==> config.mk <==
export PLATFORM = sky130hd
export DESIGN_NAME = bbsw_ctrl
export DESIGN_NICKNAME = d
export VERILOG_FILES = /design/src/rtl/bbsw_pkg.sv /design/src/rtl/bbsw_src_fsm.sv /design/src/rtl/bbsw_bat_check.sv /design/src/rtl/bbsw_seal.sv /design/src/rtl/bbsw_ctrl.sv
export SDC_FILE = /design/constraint.sdc
export NUM_CORES = 1
export LEC_CHECK = 0
export ABC_CLOCK_PERIOD_IN_PS = 1930
export BUFFER_PORTS_ARGS = -buffer_cell sky130_fd_sc_hd__buf_2
export CAP_MARGIN = 10
export CORE_ASPECT_RATIO = 1.75
export CORE_MARGIN = 2
export CORE_UTILIZATION = 54
export DETAILED_ROUTE_END_ITERATION = 8
export PLACE_DENSITY = 0.75
export SETUP_SLACK_MARGIN = 0.4
export SYNTH_ARGS = -nofsm -noshare
export SYNTH_HDL_FRONTEND = slang
export SYNTH_SLANG_ARGS = --single-unit
==> constraint.sdc <==
create_clock -name clk_i -period 1.93 [get_ports clk_i]
set_input_delay 0.2895 -clock clk_i [delete_from_list [all_inputs] [get_ports clk_i]]
set_output_delay 0.2895 -clock clk_i [all_outputs]
set_load 0.01 [all_outputs]
==> src/rtl/bbsw_pkg.sv <==
package bbsw_pkg;
  typedef enum logic [1:0] {
    SRC_MAIN = 2'd0,
    SRC_GAP  = 2'd1,
    SRC_BAT  = 2'd2
  } src_e;
endpackage

==> src/rtl/bbsw_src_fsm.sv <==
module bbsw_src_fsm
  import bbsw_pkg::*;
(
  input  logic clk_i,
  input  logic rst_ni,
  input  logic want_bat_i,
  output logic sel_main_o,
  output logic sel_bat_o
);
  src_e state_q, state_d;

  always_comb begin
    state_d = state_q;
    unique case (state_q)
      SRC_MAIN: if (want_bat_i)  state_d = SRC_GAP;
      SRC_GAP:  state_d = want_bat_i ? SRC_BAT : SRC_MAIN;
      SRC_BAT:  if (!want_bat_i) state_d = SRC_GAP;
      default:  state_d = SRC_GAP;
    endcase
  end

  always_ff @(posedge clk_i or negedge rst_ni) begin
    if (!rst_ni) state_q <= SRC_MAIN;
    else         state_q <= state_d;
  end

  assign sel_main_o = (state_q == SRC_MAIN);
  assign sel_bat_o  = (state_q == SRC_BAT);
endmodule

==> src/rtl/bbsw_bat_check.sv <==
module bbsw_bat_check #(
  parameter int unsigned PERIOD_TICKS = 200000,
  parameter int unsigned LOAD_TICKS   = 25
) (
  input  logic clk_i,
  input  logic rst_ni,
  input  logic tick_i,
  input  logic sys_rst_i,
  input  logic sealed_i,
  input  logic bat_ok_cmp_i,
  output logic load_en_o,
  output logic bat_ok_o
);
  localparam int unsigned PW = (PERIOD_TICKS > 1) ? $clog2(PERIOD_TICKS) : 1;
  localparam logic [PW-1:0] LAST    = PW'(PERIOD_TICKS - 1);
  localparam logic [PW-1:0] LOAD_N  = PW'(LOAD_TICKS);
  localparam logic [PW-1:0] LOAD_LST = PW'(LOAD_TICKS - 1);

  logic [PW-1:0] phase_q;
  logic          run_q;
  logic          ok_q;
  logic          active;
  logic          pulse_end;

  assign active    = run_q && !sealed_i;
  assign pulse_end = active && tick_i && (phase_q == LOAD_LST);

  always_ff @(posedge clk_i or negedge rst_ni) begin
    if (!rst_ni) begin
      run_q   <= 1'b0;
      phase_q <= '0;
      ok_q    <= 1'b1;
    end else begin
      run_q <= !sys_rst_i && !sealed_i;
      if (!active)     phase_q <= '0;
      else if (tick_i) phase_q <= (phase_q == LAST) ? '0 : phase_q + 1'b1;
      if (pulse_end && !bat_ok_cmp_i) ok_q <= 1'b0;
    end
  end

  assign load_en_o = active && (phase_q < LOAD_N);
  assign bat_ok_o  = ok_q;
endmodule

==> src/rtl/bbsw_seal.sv <==
module bbsw_seal #(
  parameter int unsigned SEAL_MIN_TICKS = 5000,
  parameter int unsigned SEAL_MAX_TICKS = 35000
) (
  input  logic clk_i,
  input  logic rst_ni,
  input  logic tick_i,
  input  logic vdd_ok_i,
  input  logic sys_rst_i,
  input  logic bat_present_i,
  input  logic pfo_low_i,
  input  logic pfi_at_vdd_i,
  output logic sealed_o
);
  localparam int unsigned CW = $clog2(SEAL_MAX_TICKS + 2);
  localparam logic [CW-1:0] SAT  = CW'(SEAL_MAX_TICKS + 1);
  localparam logic [CW-1:0] LO_T = CW'(SEAL_MIN_TICKS);
  localparam logic [CW-1:0] HI_T = CW'(SEAL_MAX_TICKS);

  logic [CW-1:0] cnt_q;
  logic          vdd_prev_q, rst_prev_q, sealed_q;
  logic          armed, vdd_fall, rst_rel;

  assign armed    = vdd_ok_i && sys_rst_i && bat_present_i && pfo_low_i && pfi_at_vdd_i;
  assign vdd_fall = vdd_prev_q && !vdd_ok_i;
  assign rst_rel  = rst_prev_q && !sys_rst_i && vdd_ok_i;

  always_ff @(posedge clk_i or negedge rst_ni) begin
    if (!rst_ni) begin
      cnt_q      <= '0;
      vdd_prev_q <= 1'b0;
      rst_prev_q <= 1'b1;
      sealed_q   <= 1'b0;
    end else begin
      vdd_prev_q <= vdd_ok_i;
      rst_prev_q <= sys_rst_i;
      if (vdd_fall) begin
        if (cnt_q >= LO_T && cnt_q <= HI_T) sealed_q <= 1'b1;
        cnt_q <= '0;
      end else if (!armed) begin
        cnt_q <= '0;
      end else if (tick_i && cnt_q != SAT) begin
        cnt_q <= cnt_q + 1'b1;
      end
      if (sealed_q && rst_rel) sealed_q <= 1'b0;
    end
  end

  assign sealed_o = sealed_q;
endmodule

==> src/rtl/bbsw_ctrl.sv <==
module bbsw_ctrl #(
  parameter int unsigned PERIOD_TICKS   = 200000,
  parameter int unsigned LOAD_TICKS     = 25,
  parameter int unsigned SEAL_MIN_TICKS = 5000,
  parameter int unsigned SEAL_MAX_TICKS = 35000
) (
  input  logic clk_i,
  input  logic rst_ni,
  input  logic tick_i,
  input  logic vdd_ok_i,
  input  logic vdd_gt_bat_i,
  input  logic vdd_low_i,
  input  logic bat_ok_cmp_i,
  input  logic force_bat_i,
  input  logic sys_rst_i,
  input  logic bat_present_i,
  input  logic pfo_low_i,
  input  logic pfi_at_vdd_i,
  output logic sel_main_o,
  output logic sel_bat_o,
  output logic on_bat_o,
  output logic load_en_o,
  output logic bat_ok_o,
  output logic sealed_o
);
  logic sealed;
  logic want_bat;
  logic sel_bat;

  // battery only when supply is under both references, or forced
  assign want_bat = !sealed &&
                    (force_bat_i || vdd_low_i || (!vdd_ok_i && !vdd_gt_bat_i));

  bbsw_seal #(
    .SEAL_MIN_TICKS(SEAL_MIN_TICKS),
    .SEAL_MAX_TICKS(SEAL_MAX_TICKS)
  ) i_seal (
    .clk_i         (clk_i),
    .rst_ni        (rst_ni),
    .tick_i        (tick_i),
    .vdd_ok_i      (vdd_ok_i),
    .sys_rst_i     (sys_rst_i),
    .bat_present_i (bat_present_i),
    .pfo_low_i     (pfo_low_i),
    .pfi_at_vdd_i  (pfi_at_vdd_i),
    .sealed_o      (sealed)
  );

  bbsw_src_fsm i_src (
    .clk_i      (clk_i),
    .rst_ni     (rst_ni),
    .want_bat_i (want_bat),
    .sel_main_o (sel_main_o),
    .sel_bat_o  (sel_bat)
  );

  bbsw_bat_check #(
    .PERIOD_TICKS(PERIOD_TICKS),
    .LOAD_TICKS  (LOAD_TICKS)
  ) i_chk_bat (
    .clk_i        (clk_i),
    .rst_ni       (rst_ni),
    .tick_i       (tick_i),
    .sys_rst_i    (sys_rst_i),
    .sealed_i     (sealed),
    .bat_ok_cmp_i (bat_ok_cmp_i),
    .load_en_o    (load_en_o),
    .bat_ok_o     (bat_ok_o)
  );

  assign sel_bat_o = sel_bat;
  assign on_bat_o  = sel_bat;
  assign sealed_o  = sealed;
endmodule

After elaboration in Yosys (flattened, before gate mapping):

Index checks and enable logic that the tools add are counted.

* bits in registers: 41
* input port bits: 12
* output and inout port bits: 6
* word-level logic and storage cells: 65

* add/subtract/negate cells: 2
* $lt $le $gt $ge: 3
* eq/ne operators: 9
* mux-type cells: 13
* reduce and logical (&&, ||, !) cells: 30

Operators by type and width (count)
* $mux W18: 3
* $mux W16: 3
* $add A18 B1 Y18 const B: 1
* $eq A18 B18 Y1 const B: 1
* $eq A18 B5 Y1 const B: 1
* $logic_and A1 B1 Y1: 18
* $lt A18 B5 Y1 const B: 1
* $add A16 B1 Y16 const B: 1
* $ge A16 B13 Y1 const B: 1
* $le A16 B16 Y1 const B: 1
* $ne A16 B16 Y1 const B: 1
* $mux W2: 3
* $pmux W2 S3: 1
* $logic_not A1 Y1: 5
* $ne A2 B2 Y1 const B: 2
* $reduce_and A2 Y1: 2
* $reduce_bool A2 Y1: 2
* $mux W1: 3
* $ne A3 B3 Y1 const B: 1
* $eq A2 B1 Y1 const B: 1
* $eq A2 B2 Y1 const B: 1
* $logic_not A2 Y1: 1
* $logic_or A1 B1 Y1: 2
* $ne A2 B1 Y1 const B: 1

Depth between registers and ports, before layout:

Gate-level depths: netlist of the first run.

* depth after elaboration: 6
* depth in mapped cells: 7
* mapped depth without buffers: 6

Hierarchy:

A second synthesis of the first run with hierarchy kept.

* cells, all modules: 279
* area, all modules: 2498.6 um^2

Modules (own cells, without submodules)
* bbsw_bat_check: times used 1, cells an instance 146, area an instance 1249.9 um^2, sequential area each 501.7 um^2
* bbsw_seal: times used 1, cells an instance 121, area an instance 1136.1 um^2, sequential area each 476.7 um^2
* bbsw_src_fsm: times used 1, cells an instance 8, area an instance 90.1 um^2, sequential area each 50.0 um^2
* bbsw_ctrl: times used 1, cells an instance 4, area an instance 22.5 um^2, sequential area each 0.0 um^2

Worst setup path before layout of the first run:

OpenSTA, ideal clock, no wires.

* kind: register to output
* start point: reg i_chk_bat.phase_q[8]
* end point: out load_en_o
* arrival: 1.389 ns
* data required time: 1.640 ns
* slack: 0.252 ns
* stages on the path, launching flop included: 5
* path buffers: 0
* cell sequence: dfrtp_1 or4_1 nor4_1 nand3_1 nor2_1

* longest elaborated chain between the ends: 2

RTL lines
* start, declared: line bbsw_bat_check.sv:19 `logic [PW-1:0] phase_q;`
* start signal, assigned: line bbsw_bat_check.sv:36 `else if (tick_i) phase_q <= (phase_q == LAST) ? '0 : phase_q + 1'b1;`
* $lt A18 B5 Y1: line bbsw_bat_check.sv:41 `assign load_en_o = active && (phase_q < LOAD_N);`
* $logic_and A1 B1 Y1: line bbsw_bat_check.sv:41
* end, declared: line bbsw_ctrl.sv:22 `output logic load_en_o,`

Every way passes these cells.

Worst setup path in the final report of the first run:

* start point: reg i_chk_bat.phase_q[11]
* end point: out load_en_o

Same word-level chain as after synthesis.

==> impl_metrics.toml, run 1 <==
[finish]
fin_util_pct = 78.0
fin_nets = 347
final_cell_mix = "buf_4 (38), dfrtp_1 (31), nor2_1 (28), nand2_1 (20), buf_2 (17)"
drive_gt1_share_pct = 42.6
final_common_cell = "buf_4"
antenna_cells = 0
n_fill_cell = 266
synthToLayoutAreaGrowth_pct = 39.6

[timing]
fin_tns_setup_ps = -132
max_slew_margin_pct = 71.7
max_freq_mhz = 485
hold_viol = 0
grt_setup_unrepaired = "yes"
maxSlewViolCount = 0
period_share_pct = 107
finalSetupViolCount = 1
fin_worst_skew_ps = 16.2
worst_slew_pin_slew_ps = 422
fin_ws_ps = -132
fin_crit_ps = 2060

[setup_path]
path_max_fanout = 2
crit_type = "flip-flop to primary output"
startpoint_type = "flip-flop"
rr_endpoint = "i_chk_bat.phase_q[11]$_DFFE_PN0P_"
cp-end-kind = "primary output"
r2r_cells = 8
critPathSlowestCell = "or4_4"
critPathMaxStageDelay_ps = 540
r2r_setup_slack_ps = 30
worstPathArrival_ps = 1770
r2r_start = "i_chk_bat.phase_q[10]$_DFFE_PN0P_"
crit_required_ps = 1640
path_cells = "or4_4, nor4_4, nand3_2, nor2_2, buf_2"

[cts]
clock_sinks = 41
clk_pin_slew_ps = 70
cts_made_buffers = 5
clk_path_buf_depth = 2
clk_latency_ps = 300
cts_tree = "yes"
root_buffer = "clkbuf_8"
cts-htree-levels = 2

[grt]
grt_first_pass_wirelength_um = 10200
antenna_found_initial = 0
grt_use_total_pct = 28.4
grt_pass1_vias = 2278
grt_max_degree = 18
overflow = 0

[power_and_ir_drop]
peakVddDrop_mv = 0.678
finalPower_w = 0.00178
p_leak_nw = 1.43
power_density_nw_per_um2 = 551

[outcome]
outcome = "finished with violations"
violations = "negative setup slack"

[routing]
wl_um = 7510
drtIter0Drc = 89
drc_errors = 0
via_per_inst = 6.28
detail_route.first_pass.iterations = 6
ant_nets = 0
via_count = 2374
wl_per_cell_um = 19.9

[hold_path]
hold_end = "i_seal.rst_prev_q$_DFF_PN1_"
holdCritPathClass = "primary input to flip-flop"
holdPathStages = 1
hold_start = "sys_rst_i"

[placement]
place_congestion = 0.821
dp_hpwl_um = 4110
place_ws_ps = 79.1
port_buffers = 17

[job]
max_cap_viol_count = 0

[die]
die-area_sq_um = 4850
start_util_pct = 55.8
rows = 31
num_io_pins = 18
die_h_um = 90.7
coreArea_sq_um = 4150
die_width_um = 53.5

[synthesis]
synthCells = 256
synth_warnings = 0
synthesis.area_sq_um = 2320
synth.distinct_cells = 47
syn_nets = 274
postSynthAreaPerCell_sq_um = 9.05
ys_seq_area_share_pct = 44.4
synth-seq-cells = 41
-- flip-flops by register name, summed over array words and instances (netlist names) --
register / cells
i_seal.cnt_q: 16
i_seal.rst_prev_q: 1
i_chk_bat.bat_ok_o: 1
i_chk_bat.run_q: 1
i_chk_bat.phase_q: 18
i_src.state_q: 2
i_seal.vdd_prev_q: 1
i_seal.sealed_o: 1
-- where the power goes --
part	total [W]	internal (W)	switching (W)
Combinational	0.000278	0.000125	0.000153
Clock	0.000586	0.000283	0.000303
Sequential	0.000920	0.000889	0.0000307
Total	0.00178	0.00130	0.000487
-- metrics by stage --
step	instance area (sq um)	cells	hold slack, ps
after floorplan	2330	256	-6.09
after global placement	2590	336	231
after detailed placement	2590	336	226
after CTS	2970	358	114
after global routing	3240	378	110
final	3240	378	123
-- cell families after synthesis --
family	count (synthesis)	share of synthesized area [%]
buf+inv	21	4.32
xor+xnor	18	6.80
simple gates	125	29.0
mux	3	1.30
compound gates	42	10.9
flops	41	44.4
fa+ha+maj	6	3.24
-- cells in the mapped netlist (all sizes together) --
cell type | number | share of area (%)
or4bb | 1 | 0.54
and3 | 12 | 3.6
xor2 | 11 | 4.2
a21o | 3 | 0.97
dfrtp | 39 | 42
a22o | 1 | 0.38
o41ai | 1 | 0.38
clkbuf | 2 | 0.32
xnor2 | 7 | 2.6
nor4bb | 1 | 0.43
o21ai | 18 | 4.0
nor3b | 1 | 0.32
nand4 | 7 | 2.2
or3 | 8 | 2.2
inv | 14 | 2.3
o31ai | 2 | 0.65
nand3b | 1 | 0.32
a21bo | 1 | 0.43
nand2b | 2 | 0.54
a31o | 1 | 0.38
a21oi | 12 | 2.6
and4 | 1 | 0.49
a211oi | 1 | 0.32
ha | 6 | 3.2
buf | 5 | 1.7
nand2 | 24 | 3.9
o31a | 1 | 0.38
nor2b | 2 | 0.54
nor2 | 30 | 4.9
nor4 | 5 | 2.3
dfstp | 2 | 2.3
o32ai | 1 | 0.38
and2 | 1 | 0.27
nand3 | 20 | 4.3
nor3 | 7 | 1.7
or4 | 2 | 0.65
mux2i | 3 | 1.3
-- how the worst max path moves through the flow --
stage	start	to	slack [ps]
2_1_floorplan	i_chk_bat.phase_q[8]$_DFFE_PN0P_	load_en_o	290
4_1_cts	i_chk_bat.phase_q[11]$_DFFE_PN0P_	load_en_o	-150
3_5_place_dp	i_chk_bat.phase_q[10]$_DFFE_PN0P_	i_chk_bat.phase_q[9]$_DFFE_PN0P_	80
6_report	i_chk_bat.phase_q[11]$_DFFE_PN0P_	load_en_o	-130
5_1_grt	i_chk_bat.phase_q[11]$_DFFE_PN0P_	load_en_o	-240
3_3_place_gp	i_chk_bat.phase_q[10]$_DFFE_PN0P_	i_chk_bat.phase_q[9]$_DFFE_PN0P_	90
-- layer usage --
layer / global-route usage [%] / routed length, um / vias to the layer above
met4: 20.3 / 493 / 0
met1: 29.5 / 2570 / 1159
met3: 5.46 / 352 / 49
li1: - / - / 1044
met2: 47.8 / 4090 / 122
met5: 0 / 0 / -
-- worst max-delay path, delay by kind of cell, from the launching register on --
kind,cells,cell delay [ps]
buffers and inverters,1,130
DFF,1,400
and+or+nand+nor,4,950
-- final cells by class --
| class | instances | area [sq um] | area share, % |
|---|---|---|---|
| timing repair buffer | 72 | 561 | 17.3 |
| inverter | 14 | 52.6 | 1.62 |
| sequential | 41 | 1040 | 32.1 |
| tap | 49 | 61.3 | 1.89 |
| clock buffer | 6 | 82.6 | 2.55 |
| multi-input combinational | 195 | 1430 | 44.3 |
| clock inverter | 1 | 7.51 | 0.232 |
-- repair_timing --
action / in CTS / in global routing
buffers inserted: 13 / 20
hold buffers: 1 / 0
endpoints found under the setup margin: 20 / 28
pin swaps: 18 / 28
cloned: 1 / 0
gates resized for setup: 46 / 33
hold endpoints to repair: 14 / 0
(Power assumes the default switching activity.)
==> inputs of run 2 (changes only) <==
==> constraint.sdc (replaced) <==
create_clock -name clk_i -period 1.93 [get_ports clk_i]
set_input_delay 0.2895 -clock clk_i [delete_from_list [all_inputs] [get_ports clk_i]]
set_output_delay 0.2895 -clock clk_i [all_outputs]
set_load 0.05 [all_outputs]
==> impl_metrics.toml, run 2 (same netlist as run 1, synthesis figures left out) <==
[job]
max_cap_viol_count = 0

[die]
die_h_um = 90.7
die-area_sq_um = 4850
die_width_um = 53.5
coreArea_sq_um = 4150
start_util_pct = 55.8
num_io_pins = 18
rows = 31

[power_and_ir_drop]
peakVddDrop_mv = 0.580
p_leak_nw = 1.37
power_density_nw_per_um2 = 594

[timing]
fin_ws_ps = -184
maxSlewViolCount = 0
max_freq_mhz = 473
fin_worst_skew_ps = 12.2
finalSetupViolCount = 17
hold_viol = 0
worst_slew_pin_slew_ps = 806
period_share_pct = 110
grt_setup_unrepaired = "yes"
max_slew_margin_pct = 46.3
fin_crit_ps = 2110

[cts]
clk_path_buf_depth = 2
postCtsHoldBufs = 0
cts-htree-levels = 2
root_buffer = "clkbuf_8"
clk_latency_ps = 290
clk_pin_slew_ps = 80
cts_tree = "yes"
clock_sinks = 41
cts_made_buffers = 5

[placement]
port_buffers = 17
place_ws_ps = 0.839
dp_hpwl_um = 3910
place_congestion = 0.885
dp.cells = 335

[finish]
top_register = "i_chk_bat.phase_q"
fin_util_pct = 74.8
fin_nets = 333
antenna_cells = 0
reg_top3 = "i_chk_bat.phase_q (18), i_seal.cnt_q (16), i_src.state_q (2)"
stdcell_count = 365
n_fill_cell = 283
final_cell_mix = "nor2_1 (29), dfrtp_1 (29), buf_4 (29), nand2_1 (22), nand3_1 (17)"
synthToLayoutAreaGrowth_pct = 33.9
largest_reg_flops = 18
drive_gt1_share_pct = 39.2

[routing]
wl_um = 6550
ant_nets = 0
wl_per_cell_um = 18.0
via_count = 2210
drtIter0Drc = 127
via_per_inst = 6.05
detail_route.first_pass.iterations = 4
drc_errors = 0

[grt]
grt_use_total_pct = 26.1
grt_pass1_vias = 2079
grt_max_degree = 37
grt_first_pass_wirelength_um = 9400
overflow = 0
antenna_found_initial = 0

[setup_path]
crit_type = "flip-flop to primary output"
path_cells = "or4_4, nor4_4, nand3_2, nor2_4, buf_8"
crit_buf_inv = 1
critPathMaxStageDelay_ps = 560
cp-end-kind = "primary output"
startpoint_type = "flip-flop"
critPathSlowestCell = "or4_4"
worstPathArrival_ps = 1820
crit_required_ps = 1640
critPathTopFamily = "simple AND/OR/NAND/NOR gates"
path_max_fanout = 2

[outcome]
outcome = "finished with violations"
violations = "negative setup slack"

[hold_path]
holdCritPathClass = "primary input to asynchronous set/reset pin"
## run 2: cell types whose count changed in the layout (fill, tap and decap cells not counted), moves of 2 or more
cell | previous run | this run
clkbuf_1 | 0 | 2
buf_4 | 38 | 29
nand2_1 | 20 | 22
dfrtp_2 | 8 | 10
buf_6 | 16 | 13
nand2_2 | 4 | 1
o21ai_1 | 10 | 8
dfrtp_1 | 31 | 29
nor2_2 | 2 | 0
ha_1 | 3 | 5
## run 2: per-stage QoR
step	power, W	hold WS (ps)	TNS [ps]	instance area [sq um]
global route	0.00193	118	-2380	3100
floorplan	0.00118	-6.09	0	2350
detailed placement	0.00127	416	0	2600
CTS	0.00183	100	-1060	2920
global placement	0.00126	414	0	2600
finish	0.00184	79.1	-1540	3100
## run 2: path summary, 6_finish.rpt
check,endpoint,from,slack (ps),cells past startpoint
worst max-delay path,load_en_o,i_chk_bat.phase_q[8]$_DFFE_PN0P_,-180,5
worst min-delay path,i_chk_bat.phase_q[0]$_DFFE_PN0P_,rst_ni,80,1
worst max register to register,i_chk_bat.phase_q[16]$_DFFE_PN0P_,i_chk_bat.phase_q[8]$_DFFE_PN0P_,-160,11
worst min register to register,i_chk_bat.bat_ok_o$_DFFE_PN1P_,i_chk_bat.bat_ok_o$_DFFE_PN1P_,470,1
max in group asynchronous,i_chk_bat.phase_q[14]$_DFFE_PN0P_,rst_ni,1220,2
min in group clk_i,i_seal.rst_prev_q$_DFF_PN1_,sys_rst_i,130,1
## run 2: cell type report
cell class	instances	area, sq um	share of cell area (%)
Inverter	14	52.6	1.69
Clock inverter	1	5.00	0.161
Tap cell	49	61.3	1.98
Clock buffer	7	76.3	2.46
Sequential cell	41	1040	33.5
Multi-Input combinational cell	194	1410	45.4
Timing Repair Buffer	59	459	14.8
## run 2: power by group
group	switching, W	internal [W]	total (W)
sequential	0.0000330	0.000889	0.000922
combinational	0.000246	0.000134	0.000380
clock	0.000288	0.000254	0.000543
total	0.000567	0.00128	0.00184
## run 2: what timing repair did
| item | 4_1_cts | 5_1_grt |
|---|---|---|
| cloned | 0 | 0 |
| buffers inserted | 12 | 10 |
| gates resized for setup | 47 | 26 |
| setup endpoints to repair | 22 | 27 |
| pin swaps | 13 | 19 |
## run 2: metal layers
| layer | global-route usage, % | up-vias | wire length [um] |
|---|---|---|---|
| met1 | 26.5 | 1098 | 2390 |
| met4 | 13.7 | 0 | 238 |
| li1 | - | 1008 | - |
| met3 | 4.47 | 28 | 247 |
| met2 | 47.2 | 76 | 3680 |
| met5 | 0 | - | 0 |
==> inputs of run 3 (changes only) <==
--- a/config.mk
+++ b/config.mk
@@ -9,7 +9,6 @@
 export BUFFER_PORTS_ARGS = -buffer_cell sky130_fd_sc_hd__buf_2
 export CAP_MARGIN = 10
 export CORE_ASPECT_RATIO = 1.75
-export CORE_MARGIN = 2
 export CORE_UTILIZATION = 54
 export DETAILED_ROUTE_END_ITERATION = 8
 export PLACE_DENSITY = 0.75
==> impl_metrics.toml, run 3 (same netlist as run 1, synthesis figures left out) <==
[outcome]
outcome = "finished with violations"
violations = "negative setup slack"

[timing]
finalSetupViolCount = 3
fin_tns_setup_ps = -282
max_slew_margin_pct = 54.5
period_share_pct = 112
grt_setup_unrepaired = "yes"
fin_ws_ps = -234
fin_crit_ps = 2160
max_freq_mhz = 462
maxSlewViolCount = 0
fin_worst_skew_ps = 14.3
hold_viol = 0
worst_slew_pin_slew_ps = 683

[cts]
cts-htree-levels = 2
cts_tree = "yes"
clock_sinks = 41
cts_made_buffers = 5
clk_latency_ps = 300
root_buffer = "clkbuf_8"
clk_path_buf_depth = 2
clk_pin_slew_ps = 90

[job]
max_cap_viol_count = 0

[routing]
via_per_inst = 6.20
wl_per_cell_um = 19.8
via_count = 2237
drtIter0Drc = 76
wl_um = 7140
detail_route.first_pass.iterations = 4
drc_errors = 0
ant_nets = 0

[finish]
antenna_cells = 0
final_common_cell = "dfrtp_1"
largest_reg_flops = 18
drive_gt1_share_pct = 42.6
reg_top3 = "i_chk_bat.phase_q (18), i_seal.cnt_q (16), i_src.state_q (2)"
top_register = "i_chk_bat.phase_q"
synthToLayoutAreaGrowth_pct = 38.4
final_cell_mix = "dfrtp_1 (30), nor2_1 (28), buf_4 (26), nand2_1 (21), buf_2 (16)"
fin_nets = 329
stdcell_count = 361

[grt]
overflow = 0
antenna_found_initial = 0
grt_pass1_vias = 2168
grt_max_degree = 32
grt_first_pass_wirelength_um = 9940
grt_use_total_pct = 30.2

[setup_path]
critPathTopFamily = "simple AND/OR/NAND/NOR gates"
crit_cells = 5
startpoint_type = "flip-flop"
critPathSlowestCell = "or4_4"
crit_type = "flip-flop to primary output"
path_max_fanout = 2
cp-end-kind = "primary output"
crit_required_ps = 1640
path_cells = "or4_4, nor4_4, nand3_2, nor2_4, buf_8"
critPathMaxStageDelay_ps = 560
r2r_start = "i_chk_bat.phase_q[8]$_DFFE_PN0P_"
r2r_setup_slack_ps = -40
rr_endpoint = "i_chk_bat.phase_q[13]$_DFFE_PN0P_"
crit_buf_inv = 1
r2r_cells = 9
worstPathArrival_ps = 1870

[die]
die_width_um = 51.5
die_h_um = 88.7
rows = 31
num_io_pins = 18
start_util_pct = 56.4
coreArea_sq_um = 4110
die-area_sq_um = 4570

[placement]
dp_hpwl_um = 3990
place_congestion = 0.924
dp.cells = 333
place_ws_ps = 2.88
port_buffers = 17

[power_and_ir_drop]
p_leak_nw = 1.42
peakVddDrop_mv = 0.643
power_density_nw_per_um2 = 635

[hold_path]
holdCritPathClass = "primary input to asynchronous set/reset pin"
run 3: cell count changes in the layout (fill, tap and decap cells not counted), sizes merged:
cell / delta
clkinv: -1
bufinv: +1
buf: -4
run 3: layout make-up:
| class | count | area [sq um] |
|---|---|---|
| clock buffer | 7 | 86.3 |
| clock inverter | 1 | 30.0 |
| fill | 247 | 903 |
| inverter | 14 | 52.6 |
| multi-input combinational | 194 | 1510 |
| sequential | 41 | 1040 |
| tap | 49 | 61.3 |
| timing repair buffer | 55 | 425 |
run 3: worst max path at each step:
stage / endpoint / start
3_5_place_dp: load_en_o / i_chk_bat.phase_q[11]$_DFFE_PN0P_
2_1_floorplan: load_en_o / i_chk_bat.phase_q[8]$_DFFE_PN0P_
5_1_grt: load_en_o / i_chk_bat.phase_q[8]$_DFFE_PN0P_
6_report: load_en_o / i_chk_bat.phase_q[8]$_DFFE_PN0P_
4_1_cts: load_en_o / i_chk_bat.phase_q[11]$_DFFE_PN0P_
3_3_place_gp: load_en_o / i_chk_bat.phase_q[8]$_DFFE_PN0P_
run 3: metrics by stage:
step	total power, W	cell area, sq um	hold slack, ps	utilization [%]
floorplan	0.00118	2350	-6.09	-
global placement	0.00126	2580	362	62.8
detailed placement	0.00127	2580	372	62.8
CTS	0.00203	3020	45.8	73.4
global route	0.00210	3210	87.1	78.0
finish	0.00204	3210	22.6	78.0
run 3: power by group:
| group | switching (W) | total [W] | internal [W] |
|---|---|---|---|
| clock network | 0.000303 | 0.000725 | 0.000422 |
| logic | 0.000251 | 0.000386 | 0.000135 |
| registers | 0.0000357 | 0.000925 | 0.000889 |
run 3: what timing repair did:
| item | CTS | global route |
|---|---|---|
| resized for setup | 60 | 31 |
| endpoints found under the setup margin | 24 | 27 |
| hold buffers | 0 | 0 |
| gates cloned | 1 | 0 |
| pin swaps | 21 | 16 |
| buffers inserted | 13 | 6 |
| endpoints found under the hold margin | 0 | 0 |
run 3: layer usage:
metal	vias to the layer above	GRT usage (%)	wire length (um)
met5	-	0	0
met4	0	17.9	406
met3	38	5.15	276
met2	105	57.1	3950
met1	1090	29.4	2500
li1	1004	-	-
